`config.mk`:
```
export PLATFORM = sky130hd
export DESIGN_NAME = brtrace_queue
export DESIGN_NICKNAME = d
export VERILOG_FILES = /design/src/rtl/brtrace_pkg.sv /design/src/rtl/brtrace_select.sv /design/src/rtl/brtrace_fifo.sv /design/src/rtl/brtrace_queue.sv
export SDC_FILE = /design/constraint.sdc
export NUM_CORES = 1
export LEC_CHECK = 0
export BUFFER_PORTS_ARGS = -buffer_cell sky130_fd_sc_hd__buf_4
export CAP_MARGIN = 10
export CORE_UTILIZATION = 35
export DETAILED_ROUTE_END_ITERATION = 10
export PLACE_DENSITY = 0.49
export SLEW_MARGIN = 0
export SYNTH_ARGS = -nofsm -noshare
export SYNTH_HDL_FRONTEND = slang
export SYNTH_SLANG_ARGS = --single-unit
```
`constraint.sdc`:
```
create_clock -name clk -period 2.6 [get_ports clk]
set_clock_uncertainty 0.15 [all_clocks]
set_input_delay 0 -clock clk [delete_from_list [all_inputs] [get_ports clk]]
set_output_delay 0 -clock clk [all_outputs]
set_load 0.03 [all_outputs]
```
`src/rtl/brtrace_pkg.sv`:
```
package brtrace_pkg;
    typedef enum logic [1:0] {
        RA_CTRL = 2'd0,
        RA_SRC  = 2'd1,
        RA_DST  = 2'd2
    } reg_ofs_e;

    typedef enum logic {
        EVK_BRANCH = 1'b0,
        EVK_EXCEPT = 1'b1
    } evt_kind_e;
endpackage

```
`src/rtl/brtrace_select.sv`:
```
module brtrace_select #(
    parameter int unsigned AW = 32
) (
    input  logic          evt_valid,
    input  logic          evt_kind,
    input  logic          evt_hwloop,
    input  logic          trace_en,
    input  logic [AW-1:0] branch_pc,
    input  logic [AW-1:0] target_pc,
    input  logic [AW-1:0] epc,
    input  logic [AW-1:0] vector_pc,
    output logic          push,
    output logic [AW-1:0] push_src,
    output logic [AW-1:0] push_dst
);
    import brtrace_pkg::*;

    always_comb begin
        push = evt_valid && trace_en && !evt_hwloop;
        if (evt_kind == EVK_EXCEPT) begin
            push_src = epc;
            push_dst = vector_pc;
        end else begin
            push_src = branch_pc;
            push_dst = target_pc;
        end
    end
endmodule

```
`src/rtl/brtrace_fifo.sv`:
```
module brtrace_fifo #(
    parameter int unsigned AW    = 32,
    parameter int unsigned DEPTH = 8
) (
    input  logic             clk,
    input  logic             rst_n,
    input  logic             clr,
    input  logic             push,
    input  logic [AW-1:0]    push_src,
    input  logic [AW-1:0]    push_dst,
    input  logic             pop,
    output logic             head_vld,
    output logic [AW-1:0]    head_src,
    output logic [AW-1:0]    head_dst,
    output logic [DEPTH-1:0] vld_o
);
    localparam int unsigned LAST = DEPTH - 1;

    typedef struct packed {
        logic [DEPTH-1:0]         vld;
        logic [DEPTH-1:0][AW-1:0] src;
        logic [DEPTH-1:0][AW-1:0] dst;
    } qstate_t;

    qstate_t st_q, st_d, popped;
    logic    pop_eff;

    assign pop_eff = pop && st_q.vld[0];

    always_comb begin
        popped = st_q;
        if (pop_eff) begin
            popped.vld = st_q.vld >> 1;
            for (int i = 0; i < LAST; i++) begin
                popped.src[i] = st_q.src[i+1];
                popped.dst[i] = st_q.dst[i+1];
            end
        end
        st_d = popped;
        if (push) begin
            for (int i = 1; i < DEPTH; i++) begin
                st_d.vld[i] = popped.vld[i-1];
                st_d.src[i] = popped.src[i-1];
                st_d.dst[i] = popped.dst[i-1];
            end
            st_d.vld[0] = 1'b1;
            st_d.src[0] = push_src;
            st_d.dst[0] = push_dst;
        end
        if (clr) begin
            st_d.vld = '0;
        end
    end

    always_ff @(posedge clk or negedge rst_n) begin
        if (!rst_n) st_q <= '0;
        else        st_q <= st_d;
    end

    assign head_vld = st_q.vld[0];
    assign head_src = st_q.src[0];
    assign head_dst = st_q.dst[0];
    assign vld_o    = st_q.vld;


    thermo_vld_chk: assert property (@(posedge clk) disable iff (!rst_n)
        ((st_q.vld + 1'b1) & st_q.vld) == '0);


    push_grows_chk: assert property (@(posedge clk) disable iff (!rst_n)
        (push && !pop_eff && !clr && !st_q.vld[LAST])
        |=> ($countones(st_q.vld) == $countones($past(st_q.vld)) + 1));


    empty_pop_chk: assert property (@(posedge clk) disable iff (!rst_n)
        (pop && !st_q.vld[0] && !push && !clr) |=> $stable(st_q.vld));


    pop_shrinks_chk: assert property (@(posedge clk) disable iff (!rst_n)
        (pop_eff && !push && !clr)
        |=> ($countones(st_q.vld) + 1 == $countones($past(st_q.vld))));
endmodule

```
`src/rtl/brtrace_queue.sv`:
```
module brtrace_queue #(
    parameter int unsigned AW    = 32,
    parameter int unsigned DEPTH = 8
) (
    input  logic          clk,
    input  logic          rst_n,
    input  logic          evt_valid,
    input  logic          evt_kind,
    input  logic          evt_hwloop,
    input  logic [AW-1:0] evt_branch_pc,
    input  logic [AW-1:0] evt_target_pc,
    input  logic [AW-1:0] evt_epc,
    input  logic [AW-1:0] evt_vector_pc,
    input  logic          reg_wr,
    input  logic          reg_rd,
    input  logic [1:0]    reg_addr,
    input  logic [AW-1:0] reg_wdata,
    output logic [AW-1:0] reg_rdata
);
    import brtrace_pkg::*;

    typedef struct packed {
        logic          en;
        logic [AW-1:0] rdata;
    } ctl_t;

    ctl_t             ctl_q, ctl_d;
    logic             wr_ctrl, clr, pop_req;
    logic             push;
    logic [AW-1:0]    push_src, push_dst;
    logic             head_vld;
    logic [AW-1:0]    head_src, head_dst;
    logic [DEPTH-1:0] vld;

    brtrace_select #(.AW(AW)) u_select (
        .evt_valid (evt_valid),
        .evt_kind  (evt_kind),
        .evt_hwloop(evt_hwloop),
        .trace_en  (ctl_q.en),
        .branch_pc (evt_branch_pc),
        .target_pc (evt_target_pc),
        .epc       (evt_epc),
        .vector_pc (evt_vector_pc),
        .push      (push),
        .push_src  (push_src),
        .push_dst  (push_dst)
    );

    brtrace_fifo #(.AW(AW), .DEPTH(DEPTH)) u_fifo (
        .clk     (clk),
        .rst_n   (rst_n),
        .clr     (clr),
        .push    (push),
        .push_src(push_src),
        .push_dst(push_dst),
        .pop     (pop_req),
        .head_vld(head_vld),
        .head_src(head_src),
        .head_dst(head_dst),
        .vld_o   (vld)
    );

    always_comb begin
        wr_ctrl = reg_wr && (reg_addr == RA_CTRL);
        clr     = wr_ctrl && reg_wdata[0] && !ctl_q.en;
        pop_req = reg_rd && (reg_addr == RA_DST);
        ctl_d   = ctl_q;
        if (wr_ctrl) ctl_d.en = reg_wdata[0];
        if (reg_rd) begin
            case (reg_addr)
                RA_CTRL: ctl_d.rdata = {{(AW-1){1'b0}}, ctl_q.en};
                RA_SRC:  ctl_d.rdata = head_vld ? head_src : '0;
                RA_DST:  ctl_d.rdata = head_vld ? head_dst : '0;
                default: ctl_d.rdata = '0;
            endcase
        end
    end

    always_ff @(posedge clk or negedge rst_n) begin
        if (!rst_n) ctl_q <= '0;
        else        ctl_q <= ctl_d;
    end

    assign reg_rdata = ctl_q.rdata;


    reenable_clears_chk: assert property (@(posedge clk) disable iff (!rst_n)
        clr |=> (vld == '0));


    disabled_no_capture_chk: assert property (@(posedge clk) disable iff (!rst_n)
        (!ctl_q.en && !pop_req && !wr_ctrl) |=> $stable(vld));


    hwloop_ignored_chk: assert property (@(posedge clk) disable iff (!rst_n)
        (evt_valid && evt_hwloop && !pop_req && !wr_ctrl)
        |=> ($stable(vld) && $stable(head_src) && $stable(head_dst)));


    exc_capture_chk: assert property (@(posedge clk) disable iff (!rst_n)
        (evt_valid && evt_kind && !evt_hwloop && ctl_q.en && !wr_ctrl)
        |=> (head_vld && head_src == $past(evt_epc) && head_dst == $past(evt_vector_pc)));


    ctrl_readback_chk: assert property (@(posedge clk) disable iff (!rst_n)
        (reg_rd && reg_addr == RA_CTRL) |=> (reg_rdata == AW'($past(ctl_q.en))));
endmodule

```
## Word-level counts from Yosys, hierarchy flattened

Index checks and enable logic that the tools add are counted.
Widths: inputs -> output; s select.

| word-level totals | value |
|---|---|
| bits in registers | 553 |
| bits in writable memories | 0 |
| word-level logic and storage cells | 43 |
| input port bits | 169 |
| output and inout bits | 32 |
| bits in latches | 0 |
| memories | 0 |
| ROM bits | 0 |

| cells by class | value |
|---|---|
| mux-type cells | 10 |
| $mul | 0 |
| add/subtract/negate cells | 0 |
| reductions and logical operators | 11 |
| bitwise logic cells | 0 |
| eq/ne operators | 2 |
| magnitude comparators | 0 |
| div/mod/pow operators | 0 |
| shifts and indexed selects | 0 |

Operators with widths:

| cell | number |
|---|---|
| $mux 520 | 1 |
| $mux 224 | 2 |
| $mux 32 | 4 |
| $pmux 32 s3 | 1 |
| $mux 8 | 2 |
| $logic_and 1x1->1 | 7 |
| $reduce_bool 3->1 | 1 |
| $eq 2x1->1 const B | 1 |
| $eq 2x2->1 const B | 1 |
| $logic_not 1->1 | 2 |
| $logic_not 2->1 | 1 |

## Logic depth before layout (Yosys ltp)

Gate-level depths: netlist (run 1).

| depth | value |
|---|---|
| depth after elaboration | 6 |
| mapped depth | 8 |
| gate-level depth less buffers | 4 |

## Hierarchy

Synthesis (run 1) repeated with hierarchy kept, for this count alone.

| unflattened totals | value |
|---|---|
| cells, all modules | 2102 |
| area total of the unflattened synthesis | 26880.8 um2 |

Modules (own cells, without submodules):

| module | instances | cells each | sequential area each (um2) | area each (um2) |
|---|---|---|---|---|
| brtrace_fifo | 1 | 1845 | 13012.5 | 24008.0 |
| brtrace_queue | 1 | 185 | 825.8 | 1786.7 |
| brtrace_select | 1 | 72 | 0.0 | 1086.0 |

## Least setup slack after synthesis (run 1)

No wires, ideal clock.

| path | value |
|---|---|
| path kind | register to register |
| start point | register ctl_q[32] in the netlist's numbering |
| end point | register u_fifo.st_q, in the netlist u_fifo.head_src[10] |
| arrival | 1.447 ns |
| data required time | 2.368 ns |
| path buffers | 3 |
| path slack | 0.921 ns |
| stages on the path, launching flop included | 7 |
| setup time | 0.082 ns |
| clock period less this slack | 1.679 ns |
| cell sequence | dfrtp_1 nand3b_1 buf_2 clkbuf_1 clkbuf_1 a211oi_1 a31oi_1 |

RTL lines:

| item | RTL line | RTL |
|---|---|---|
| start, declared | brtrace_queue.sv:27 | `ctl_t ctl_q, ctl_d;` |
| start signal, assigned | brtrace_queue.sv:81 | `else ctl_q <= ctl_d;` |
| end signal, assigned | brtrace_fifo.sv:57 | `else st_q <= st_d;` |
| end, declared | brtrace_fifo.sv:25 | `qstate_t st_q, st_d, popped;` |

==> results of run 1 <==
logic make-up (layout without fill, tap and decap cells):
group	count (synthesis)	after routing	share of synthesized area
AOI/OAI and AO/OA	591	591	0.1624
buffers and inverters	229	504	0.04466
muxes	1	1	0.0004819
DFF	553	553	0.5922
and+or+nand+nor	1180	1180	0.1987
xor gates and xnor gates	2	2	0.001553
flip-flops by register name (all words and copies together), names as in the netlist:
name	count
u_fifo.st_q	384
u_fifo.popped	64
reg_rdata	32
u_fifo.head_dst	32
u_fifo.head_src	32
u_fifo.vld_o	8
ctl_q	1
area by class of cell:
class / instances / area [µm²]
Sequential cell: 553 / 13840
Multi-Input combinational cell: 1774 / 8529
Clock buffer: 85 / 1767
Timing Repair Buffer: 365 / 3438
Fill cell: 6223 / 36870
Clock inverter: 23 / 224.0
Tap cell: 864 / 1081
Inverter: 31 / 116.4
timing repair:
item | CTS | global route
setup endpoints to repair | 0 | 1
endpoints found under the hold margin | 684 | 0
hold buffers | 142 | 0
cells in the final DEF (no fill, tap or decap), drive strengths merged, types with 16 or more instances in the layout:
cell type / instances
a31oi: 65
o21ai: 20
o22ai: 398
dlygate4sd3: 141
a22oi: 37
nand2: 331
nor2b: 67
nor2: 774
clkbuf: 85
dfrtp: 553
buf: 224
inv: 32
clkinv: 16
a211oi: 64
power by group:
part	internal (W)	switching, W	total (W)	leakage, nW
Clock	0.00500	0.00352	0.00853	0.986
Combinational	0.00270	0.00331	0.00601	5.04
Sequential	0.0120	0.00306	0.0151	5.91
metal layers:
metal | vias to the layer above | track usage | wire (µm)
li1 | 9244 | - | -
met1 | 9422 | 0.2711 | 30430
met2 | 412 | 0.3024 | 29770
met3 | 99 | 0.03322 | 3111
met4 | 2 | 0.06043 | 1596
met5 | - | 0 | 8
synthesized netlist by cell type (2+ instances only):
library cell / n / area share
a21oi_1: 6 / 0.0013
inv_1: 31 / 0.0050
buf_2: 81 / 0.017
o22ai_1: 398 / 0.11
nor2b_1: 67 / 0.018
buf_1: 28 / 0.0045
and4b_1: 2 / 0.00086
a211oi_1: 64 / 0.021
o21ai_0: 20 / 0.0043
buf_6: 2 / 0.00096
buf_4: 18 / 0.0058
dfrtp_1: 553 / 0.59
a22oi_1: 37 / 0.012
nand2_2: 2 / 0.00054
clkbuf_1: 69 / 0.011
a31oi_1: 65 / 0.017
nand2_1: 329 / 0.053
nor2_1: 773 / 0.12
per-stage QoR:
step | instance area (µm²) | hold WS (ps)
detailed placement | 25590 | -107.4
finish | 28990 | 173.5
global route | 28990 | 225.6
floorplan | 23370 | -445.6
global placement | 25590 | -108.7
CTS | 29000 | 131.7
final timing paths:
path	from	endpoint	slack, ps	cells past startpoint
max in group asynchronous	rst_n	u_fifo.st_q[338]$_DFF_PN0_	990	4
worst max register to register	ctl_q[32]$_DFFE_PN0P_	u_fifo.head_dst[20]$_DFF_PN0_	190	6
worst max-delay path	ctl_q[32]$_DFFE_PN0P_	u_fifo.head_dst[20]$_DFF_PN0_	190	6
worst min-delay path	evt_branch_pc[8]	u_fifo.head_src[8]$_DFF_PN0_	170	5
min in group asynchronous	rst_n	u_fifo.st_q[68]$_DFF_PN0_	340	3
worst min register to register	u_fifo.popped[496]$_DFFE_PN0P_	u_fifo.popped[496]$_DFFE_PN0P_	320	2
critical path: cells and delay by family (launching register included):
kind / cells / cell delay, ps
AOI/OAI and AO/OA: 2 / 500
buffers and inverters: 3 / 1090
DFF: 1 / 390
and+or+nand+nor: 1 / 110
==> out/results.ini, run 1 <==
[outcome]
status=finished clean

[timing]
timing.slew.headroom=0.3502
setup_tns_ps=0
rsz0062_at_grt=false
period_needed_ps=2405
tightest_slew_ps=972.4
drv_slew=0
setup_viol=0
period_share=0.9251
fin_ws_ps=194.7
max_freq_ghz=0.4157
finalHoldViolCount=0

[cells_and_area]
nets=2955
layout.cells.non_filler=3695
area_growth_pct=24.09
antenna_cells=0
final_core_util=0.4402
drive_gt1_frac=0.1166

[clock_tree]
ctsResizeCount=0
cts_buffer_depth=3
clock-sinks=553
root_buffer=clkbuf_16
cts.clk_slew.worst_paths_ps=60
cts-buffers-inserted=61
cts_tree=done
htreeDepth=2
post_cts_buffers=0
insertion_delay_ps=640

[setup_path]
start_kind=flip-flop
endpoint_kind=flip-flop
cp_max_fo=92
critical_path_class=flip-flop to flip-flop
cp.required_ps=2940
worstPathCellList=nand3b_1 -> buf_4 -> buf_12 -> a211oi_1 -> dlygate4sd3_1 -> a31oi_1
crit_arrival_ps=2740
cp_slowest_stage_delay_ps=670
cp_slowest_cell=dlygate4sd3_1

[route]
route.detailed.drc=0
final_antenna_net_count=0
wl_per_cell_um=17.57
avgViaCountPerCell=5.191
via_count=19180
finalWirelength_mm=64.92
drt_iter0_drc=1366
drt_pass1_iterations=5

[die]
die_w_um=260.4
die_y_um=260.4
dieArea_mm2=0.06780
num_rows=94
initial_utilization=0.3548
io_pins=201
core_mm2=0.06586

[place]
pre_cts_ws_ps=378.3
port_buffers=169
dp_hpwl_mm=39.79
dp.cells=3446
place.gp.congestion=0.7635

[synthesis]
synth_cell_types=29
netlist_area_mm2=0.02337
yosysWarningCount=0
ys_async_sr_fraction=1.000
avgSynthCellArea_um2=9.142
ys.flop_type=dfrtp_1
synth_edf_count=0
synth.yosys.seq_area_share=0.5922
synth_nets=2725
synth_cells=2556
synth-seq-cells=553

[power_and_ir_drop]
power_w=0.02963
ir_drop_mv=0.5025
leakage_nw=11.94
powerDensity_mw_per_mm2=1022

[job]
max_cap_violations=0

[worst_hold_path]
worstHoldPathType=primary input to flip-flop

[global_routing]
grt_max_degree=124
grt_first_pass_wirelength_mm=104.1
antenna_found_initial=1
grt_usage=0.1927
grt_pass1_vias=18600
grt_overflow=0

Power figures use the tool's default switching activity.
==> inputs of run 2 (changes only) <==
ABC_AREA = 1   (was unset)
PLACE_DENSITY = 0.59   (was 0.49)
==> run 2 against run 1 <==
Against the previous run:
- clock power is 8.1% higher
- sequential power decreased by 5%
- combinational power is 61% higher
- final cell count rose by 38%
- maximum frequency decreased by 3.6%
==> out/results.ini, run 2 <==
[cells_and_area]
multi_input_area_mm2=0.01120  ; +31%
area_growth_pct=22.21
nets=4178  ; +41%
fillers=7812  ; +26%
final_common_cell=nand2_1
largest_reg_flops=384  ; unchanged
drive_gt1_frac=0.08500  ; -0.03157
layout_common_cells=nand2_1, dfrtp_1, o21ai_1
antenna_cells=0  ; unchanged
regArea_mm2=0.01384  ; unchanged
design_area_mm2=0.03311  ; +14%
regMostFlops=u_fifo.st_q

[synthesis]
synth.most_common_cell=nand2_1
yosys-top-cells-area=dfrtp_1, nand2_1, o21ai_1, inv_1, clkbuf_1
synth_cells=3800  ; +49%
synth_edf_count=0  ; unchanged
ys.flop_type=dfrtp_1
yosysWarningCount=0  ; unchanged
netlist_area_mm2=0.02709  ; +16%
synth_cell_types=24  ; -17%
synth_nets=3969  ; +46%
avgSynthCellArea_um2=7.129  ; -22%
ys_async_sr_fraction=1.000  ; unchanged
synth_common_cells=nand2_1, dfrtp_1, o21ai_1, inv_1, clkbuf_1
synth.yosys.seq_area_share=0.5108  ; -0.08143
synth-seq-cells=553  ; unchanged
synth_top_area_frac=0.5108  ; -0.08143
synth_area_leader_cell=dfrtp_1

[power_and_ir_drop]
ir_drop_mv=0.6045  ; +20%
powerDensity_mw_per_mm2=1001  ; -2.1%
leakage_nw=17.23  ; +44%
power_w=0.03314  ; +12%

[timing]
drv_slew=0  ; unchanged
setup_viol=0  ; unchanged
period_needed_ps=2495  ; +89.42 ps
tightest_slew_ps=850.6  ; -121.8 ps
period_share=0.9595  ; +0.03439
finalHoldViolCount=0  ; unchanged
max_freq_ghz=0.4008  ; -3.6%
setup_tns_ps=0  ; unchanged
timing.slew.headroom=0.4329  ; +0.08276
rsz0062_at_grt=false

[clock_tree]
root_buffer=clkbuf_16
htreeDepth=2  ; unchanged
cts_tree=done
cts_buffer_depth=3  ; unchanged
ctsResizeCount=0  ; unchanged
cts.clk_slew.worst_paths_ps=60  ; about the same
insertion_delay_ps=650  ; about the same
cts-buffers-inserted=60  ; -1.6%
clock-sinks=553  ; unchanged

[global_routing]
antenna_found_initial=1  ; unchanged
grt_first_pass_wirelength_mm=115.3  ; +11%
grt_max_degree=164  ; +32%
grt_usage=0.1777  ; -0.01499
grt_overflow=0  ; unchanged
grt_pass1_vias=22720  ; +22%

[setup_path]
rr_startpoint=ctl_q[32]$_DFFE_PN0P_
cp_max_fo=50  ; -46%
cp.required_ps=2970  ; +30 ps
crit_arrival_ps=2860  ; +120 ps
start_kind=flip-flop
endpoint_kind=flip-flop
critical_path_class=flip-flop to flip-flop
crit_start=ctl_q[32]$_DFFE_PN0P_

[route]
via_count=23590  ; +23%
avgViaCountPerCell=4.635  ; -11%
finalWirelength_mm=68.77  ; +5.9%
final_antenna_net_count=0  ; unchanged
wl_per_cell_um=13.51  ; -23%
drt_iter0_drc=1829  ; +34%
route.detailed.drc=0  ; unchanged
drt_pass1_iterations=5  ; unchanged

[die]
dieArea_mm2=0.07852  ; +16%
io_pins=201  ; unchanged
core_mm2=0.07620  ; +16%
die_w_um=280.2  ; +7.6%
initial_utilization=0.3555  ; +0.0007479
die_y_um=280.2  ; +7.6%
num_rows=101  ; +7.4%

[place]
dp_hpwl_mm=42.44  ; +6.7%
port_buffers=169  ; unchanged
placed_area_mm2=0.02940  ; +15%
place.gp.congestion=0.7974  ; +4.4%

[worst_hold_path]
hold_start=evt_valid
worstHoldPathType=primary input to flip-flop

[job]
max_cap_violations=0  ; unchanged

[outcome]
status=finished clean

## run 2: area by class of cell
type	count	share of cell area
inverters	262	0.02993
flip-flops and latches	553	0.4180
clock inverters	24	0.01107
clock buffers	88	0.05400
well taps	1030	0.03893
multi-input cells	2749	0.3383
repair buffers	383	0.1097
## run 2: timing repair
action                                  CTS  global route
buffers inserted                          0             0
hold buffers                            153             0
endpoints found under the setup margin    0             0
hold endpoints to repair                662             0
## run 2: final timing paths
| path | to | slack (ps) | depth (start not counted) |
|---|---|---|---|
| setup / recovery | u_fifo.head_dst[5]$_DFF_PN0_ | 110 | 6 |
| max in group asynchronous | u_fifo.st_q[298]$_DFF_PN0_ | 1270 | 4 |
| hold reg to reg | u_fifo.popped[503]$_DFFE_PN0P_ | 320 | 2 |
| hold / removal | u_fifo.st_q[178]$_DFF_PN0_ | 60 | 7 |
| setup reg to reg | u_fifo.head_dst[5]$_DFF_PN0_ | 110 | 6 |
| min in group asynchronous | u_fifo.popped[489]$_DFFE_PN0P_ | 480 | 4 |
## run 2: cell families (layout without fill, tap and decap cells)
logic type / count (synthesis) / after routing / share of synthesized area
simple gates: 2265 / 2265 / 0.3165
mux: 12 / 12 / 0.004665
compound gates: 472 / 472 / 0.09135
buf+inv: 498 / 757 / 0.07667
flops: 553 / 553 / 0.5108
## run 2: worst max-delay path: stages, from the launching register on
cell and delay, ps:
dfrtp_1 410, nand2_4 200, inv_8 360, buf_4 320
o211ai_1 180, dlygate4sd3_1 650, nand2_1 80
## run 2: power by group
| group | internal (W) | total [W] | switching [W] |
|---|---|---|---|
| logic | 0.00363 | 0.00967 | 0.00603 |
| clock network | 0.00556 | 0.00922 | 0.00366 |
| registers | 0.0125 | 0.0143 | 0.00180 |
## run 2: layer usage
metal / part of all wire / wire length [µm] / GRT usage / vias to the layer above
li1: - / - / - / 12100
met1: 0.48 / 32820 / 0.2462 / 11020
met2: 0.45 / 31240 / 0.2852 / 374
met3: 0.041 / 2826 / 0.02831 / 88
met4: 0.027 / 1869 / 0.05268 / 2
met5: 0.00016 / 11 / 0 / -
## run 2: metrics by stage
stage	hold WS, ps	worst slack [ps]	cells	utilization
finish	55.30	105.3	5089	0.4345
global route	66.66	18.60	5089	0.4345
CTS	17.93	110.8	5089	0.4345
detailed placement	-160.2	471.0	4824	0.3859
global placement	-162.0	500.9	4824	0.3859
floorplan	-445.6	1083	3800	-
==> inputs of run 3 (changes only) <==
SETUP_SLACK_MARGIN = 0.15   (was unset)
==> run 3 against run 2 <==
Against the previous run:
- design area did not move
- non-clock buffer count did not move
- critical path type unchanged
- count of clock-buffer cells in the layout did not move
- critical endpoint is now u_fifo.head_src[21]$_DFF_PN0_
- first-iteration DRC count rose by 5.1%
- sequential cell count did not move
==> out/results.ini, run 3 (synthesis results as in run 2) <==
[global_routing]
grt_overflow=0  ; unchanged
antenna_found_initial=2  ; +1
grt_first_pass_wirelength_mm=115.6  ; +0.26%
grt_pass1_vias=22700  ; -0.066%
grt_max_degree=164  ; unchanged
grt_usage=0.1787  ; +0.0009642

[power_and_ir_drop]
clkPwrFrac=0.278  ; about the same
p_sw_w=0.01149  ; about the same
leakage_nw=17.27  ; +0.22%
power_frac_seq=0.430  ; about the same
comb_power_share=0.292  ; about the same
power.share.switching=0.3469  ; about the same
powerDensity_mw_per_mm2=1001  ; about the same
cellInternalPower_w=0.02164  ; about the same
ir_drop_mv=0.6053  ; +0.13%

[setup_path]
cp.required_ps=3030  ; +60 ps
ff2ff_setup_slack_ps=250  ; +150 ps
start_kind=flip-flop
crit_arrival_ps=2770  ; -90 ps
r2r_cells=6  ; unchanged
cp_max_fo=50  ; unchanged
endpoint_kind=flip-flop
critical_path_class=flip-flop to flip-flop
r2r_end=u_fifo.head_src[21]$_DFF_PN0_
rr_startpoint=ctl_q[32]$_DFFE_PN0P_

[die]
initial_utilization=0.3555  ; unchanged
io_pins=201  ; unchanged
die_y_um=280.2  ; unchanged
core_mm2=0.07620  ; unchanged
dieArea_mm2=0.07852  ; unchanged
num_rows=101  ; unchanged
die_w_um=280.2  ; unchanged

[place]
dp_hpwl_mm=42.44  ; unchanged
place.gp.congestion=0.7974  ; unchanged
port_buffers=169  ; unchanged
dp.cells=4824  ; unchanged

[worst_hold_path]
hold_depth=7  ; unchanged
hold_end=u_fifo.st_q[57]$_DFF_PN0_
worstHoldPathType=primary input to flip-flop
hold_start=evt_valid

[timing]
timing.slew.headroom=0.4325  ; about the same
holdWs_ps=52.97  ; -2.327 ps
period_needed_ps=2346  ; -148.8 ps
setup_viol=0  ; unchanged
period_share=0.9023  ; -0.05722
tightest_slew_ps=851.2  ; +0.6340 ps
max_freq_ghz=0.4263  ; +6.3%
drv_slew=0  ; unchanged
finalHoldViolCount=0  ; unchanged
rsz0062_at_grt=false
setup_tns_ps=0  ; unchanged

[clock_tree]
clock-sinks=553  ; unchanged
post_cts_buffers=0  ; unchanged
cts-buffers-inserted=60  ; unchanged
insertion_delay_ps=650  ; about the same
htreeDepth=2  ; unchanged
cts.clk_slew.worst_paths_ps=60  ; about the same
cts_buffer_depth=3  ; unchanged
cts_tree=done
root_buffer=clkbuf_16

[route]
drt_pass1_iterations=6  ; +1
drt_iter0_drc=1922  ; +5.1%
wl_per_cell_um=13.59  ; +0.53%
final_antenna_net_count=0  ; unchanged
via_count=23540  ; -0.22%
finalWirelength_mm=69.14  ; +0.53%
avgViaCountPerCell=4.625  ; -0.22%
route.detailed.drc=0  ; unchanged

[cells_and_area]
fillers=7787  ; -0.32%
largest_reg_flops=384  ; unchanged
drive_gt1_frac=0.08500  ; unchanged
layout.cells.non_filler=5089  ; unchanged
area_growth_pct=22.21  ; unchanged
nets=4178  ; unchanged
antenna_cells=0  ; unchanged
layout_common_cells=nand2_1, dfrtp_1, o21ai_1
final_common_cell=nand2_1
regMostFlops=u_fifo.st_q

[job]
max_cap_violations=0  ; unchanged

[outcome]
status=finished clean

==> run 3: cell counts in the layout (fill, tap and decap cells not counted) <==
No cell type changed its count.
==> run 3: power groups by stage <==
stage | Clock (W) | Sequential (W) | Combinational, W
2_1_floorplan | 0 | 0.0140 | 0.00726
3_3_place_gp | 0 | 0.0143 | 0.00931
3_5_place_dp | 0 | 0.0144 | 0.00948
4_1_cts | 0.00945 | 0.0142 | 0.00976
5_1_grt | 0.00978 | 0.0147 | 0.0114
6_report | 0.00921 | 0.0143 | 0.00966
==> run 3: worst max-delay path, cell delays in order, from the launching register on <==
cell           delay, ps
dfrtp_1              420
nand2_4              200
inv_8                360
buf_12               250
o211ai_1             160
dlygate4sd3_1        640
nand2_1               70
==> run 3: worst max path at each step <==
stage | from | endpoint | slack [ps] | cells after the start
finish | ctl_q[32]$_DFFE_PN0P_ | u_fifo.head_src[21]$_DFF_PN0_ | 250 | 6
global route | ctl_q[32]$_DFFE_PN0P_ | u_fifo.head_dst[3]$_DFF_PN0_ | 160 | 6
CTS | ctl_q[32]$_DFFE_PN0P_ | u_fifo.head_src[21]$_DFF_PN0_ | 240 | 6
detailed placement | u_fifo.vld_o[0]$_DFF_PN0_ | u_fifo.head_src[10]$_DFF_PN0_ | 470 | 8
global placement | u_fifo.vld_o[0]$_DFF_PN0_ | u_fifo.st_q[174]$_DFF_PN0_ | 500 | 8
floorplan | u_fifo.vld_o[0]$_DFF_PN0_ | u_fifo.st_q[316]$_DFF_PN0_ | 1080 | 7
==> run 3: final cells by class <==
| class | count | area (µm²) | share of cell area |
|---|---|---|---|
| multi-input combinational | 2749 | 11200 | 0.3383 |
| timing repair buffer | 383 | 3633 | 0.1097 |
| clock inverter | 24 | 366.6 | 0.01107 |
| clock buffer | 88 | 1788 | 0.05400 |
| inverter | 262 | 991.0 | 0.02993 |
| sequential | 553 | 13840 | 0.4180 |
| tap | 1030 | 1289 | 0.03893 |
==> run 3: layer usage <==
metal  track usage  vias to the layer above  part of all wire
met3       0.02998                       89             0.040
met2        0.2869                      358              0.46
met5             0                        -           0.00035
li1              -                    12100                 -
met4       0.05086                        4             0.026
met1        0.2472                    10990              0.48
==> run 3: metrics by stage <==
stage            util  setup WS [ps]  power (W)  area, µm²
2_1_floorplan       -           1083    0.02123      27090
3_3_place_gp   0.3859          500.9    0.02358      29400
3_5_place_dp   0.3859          471.0    0.02384      29400
4_1_cts        0.4345          244.2    0.03346      33110
5_1_grt        0.4345          155.6    0.03591      33110
6_report       0.4345          254.0    0.03313      33110
==> run 3: repair_timing <==
| item | in CTS | in global routing |
|---|---|---|
| hold buffers | 153 | 0 |
| resized for setup | 0 | 0 |
| setup endpoints to repair | 0 | 0 |
| hold endpoints to repair | 662 | 0 |
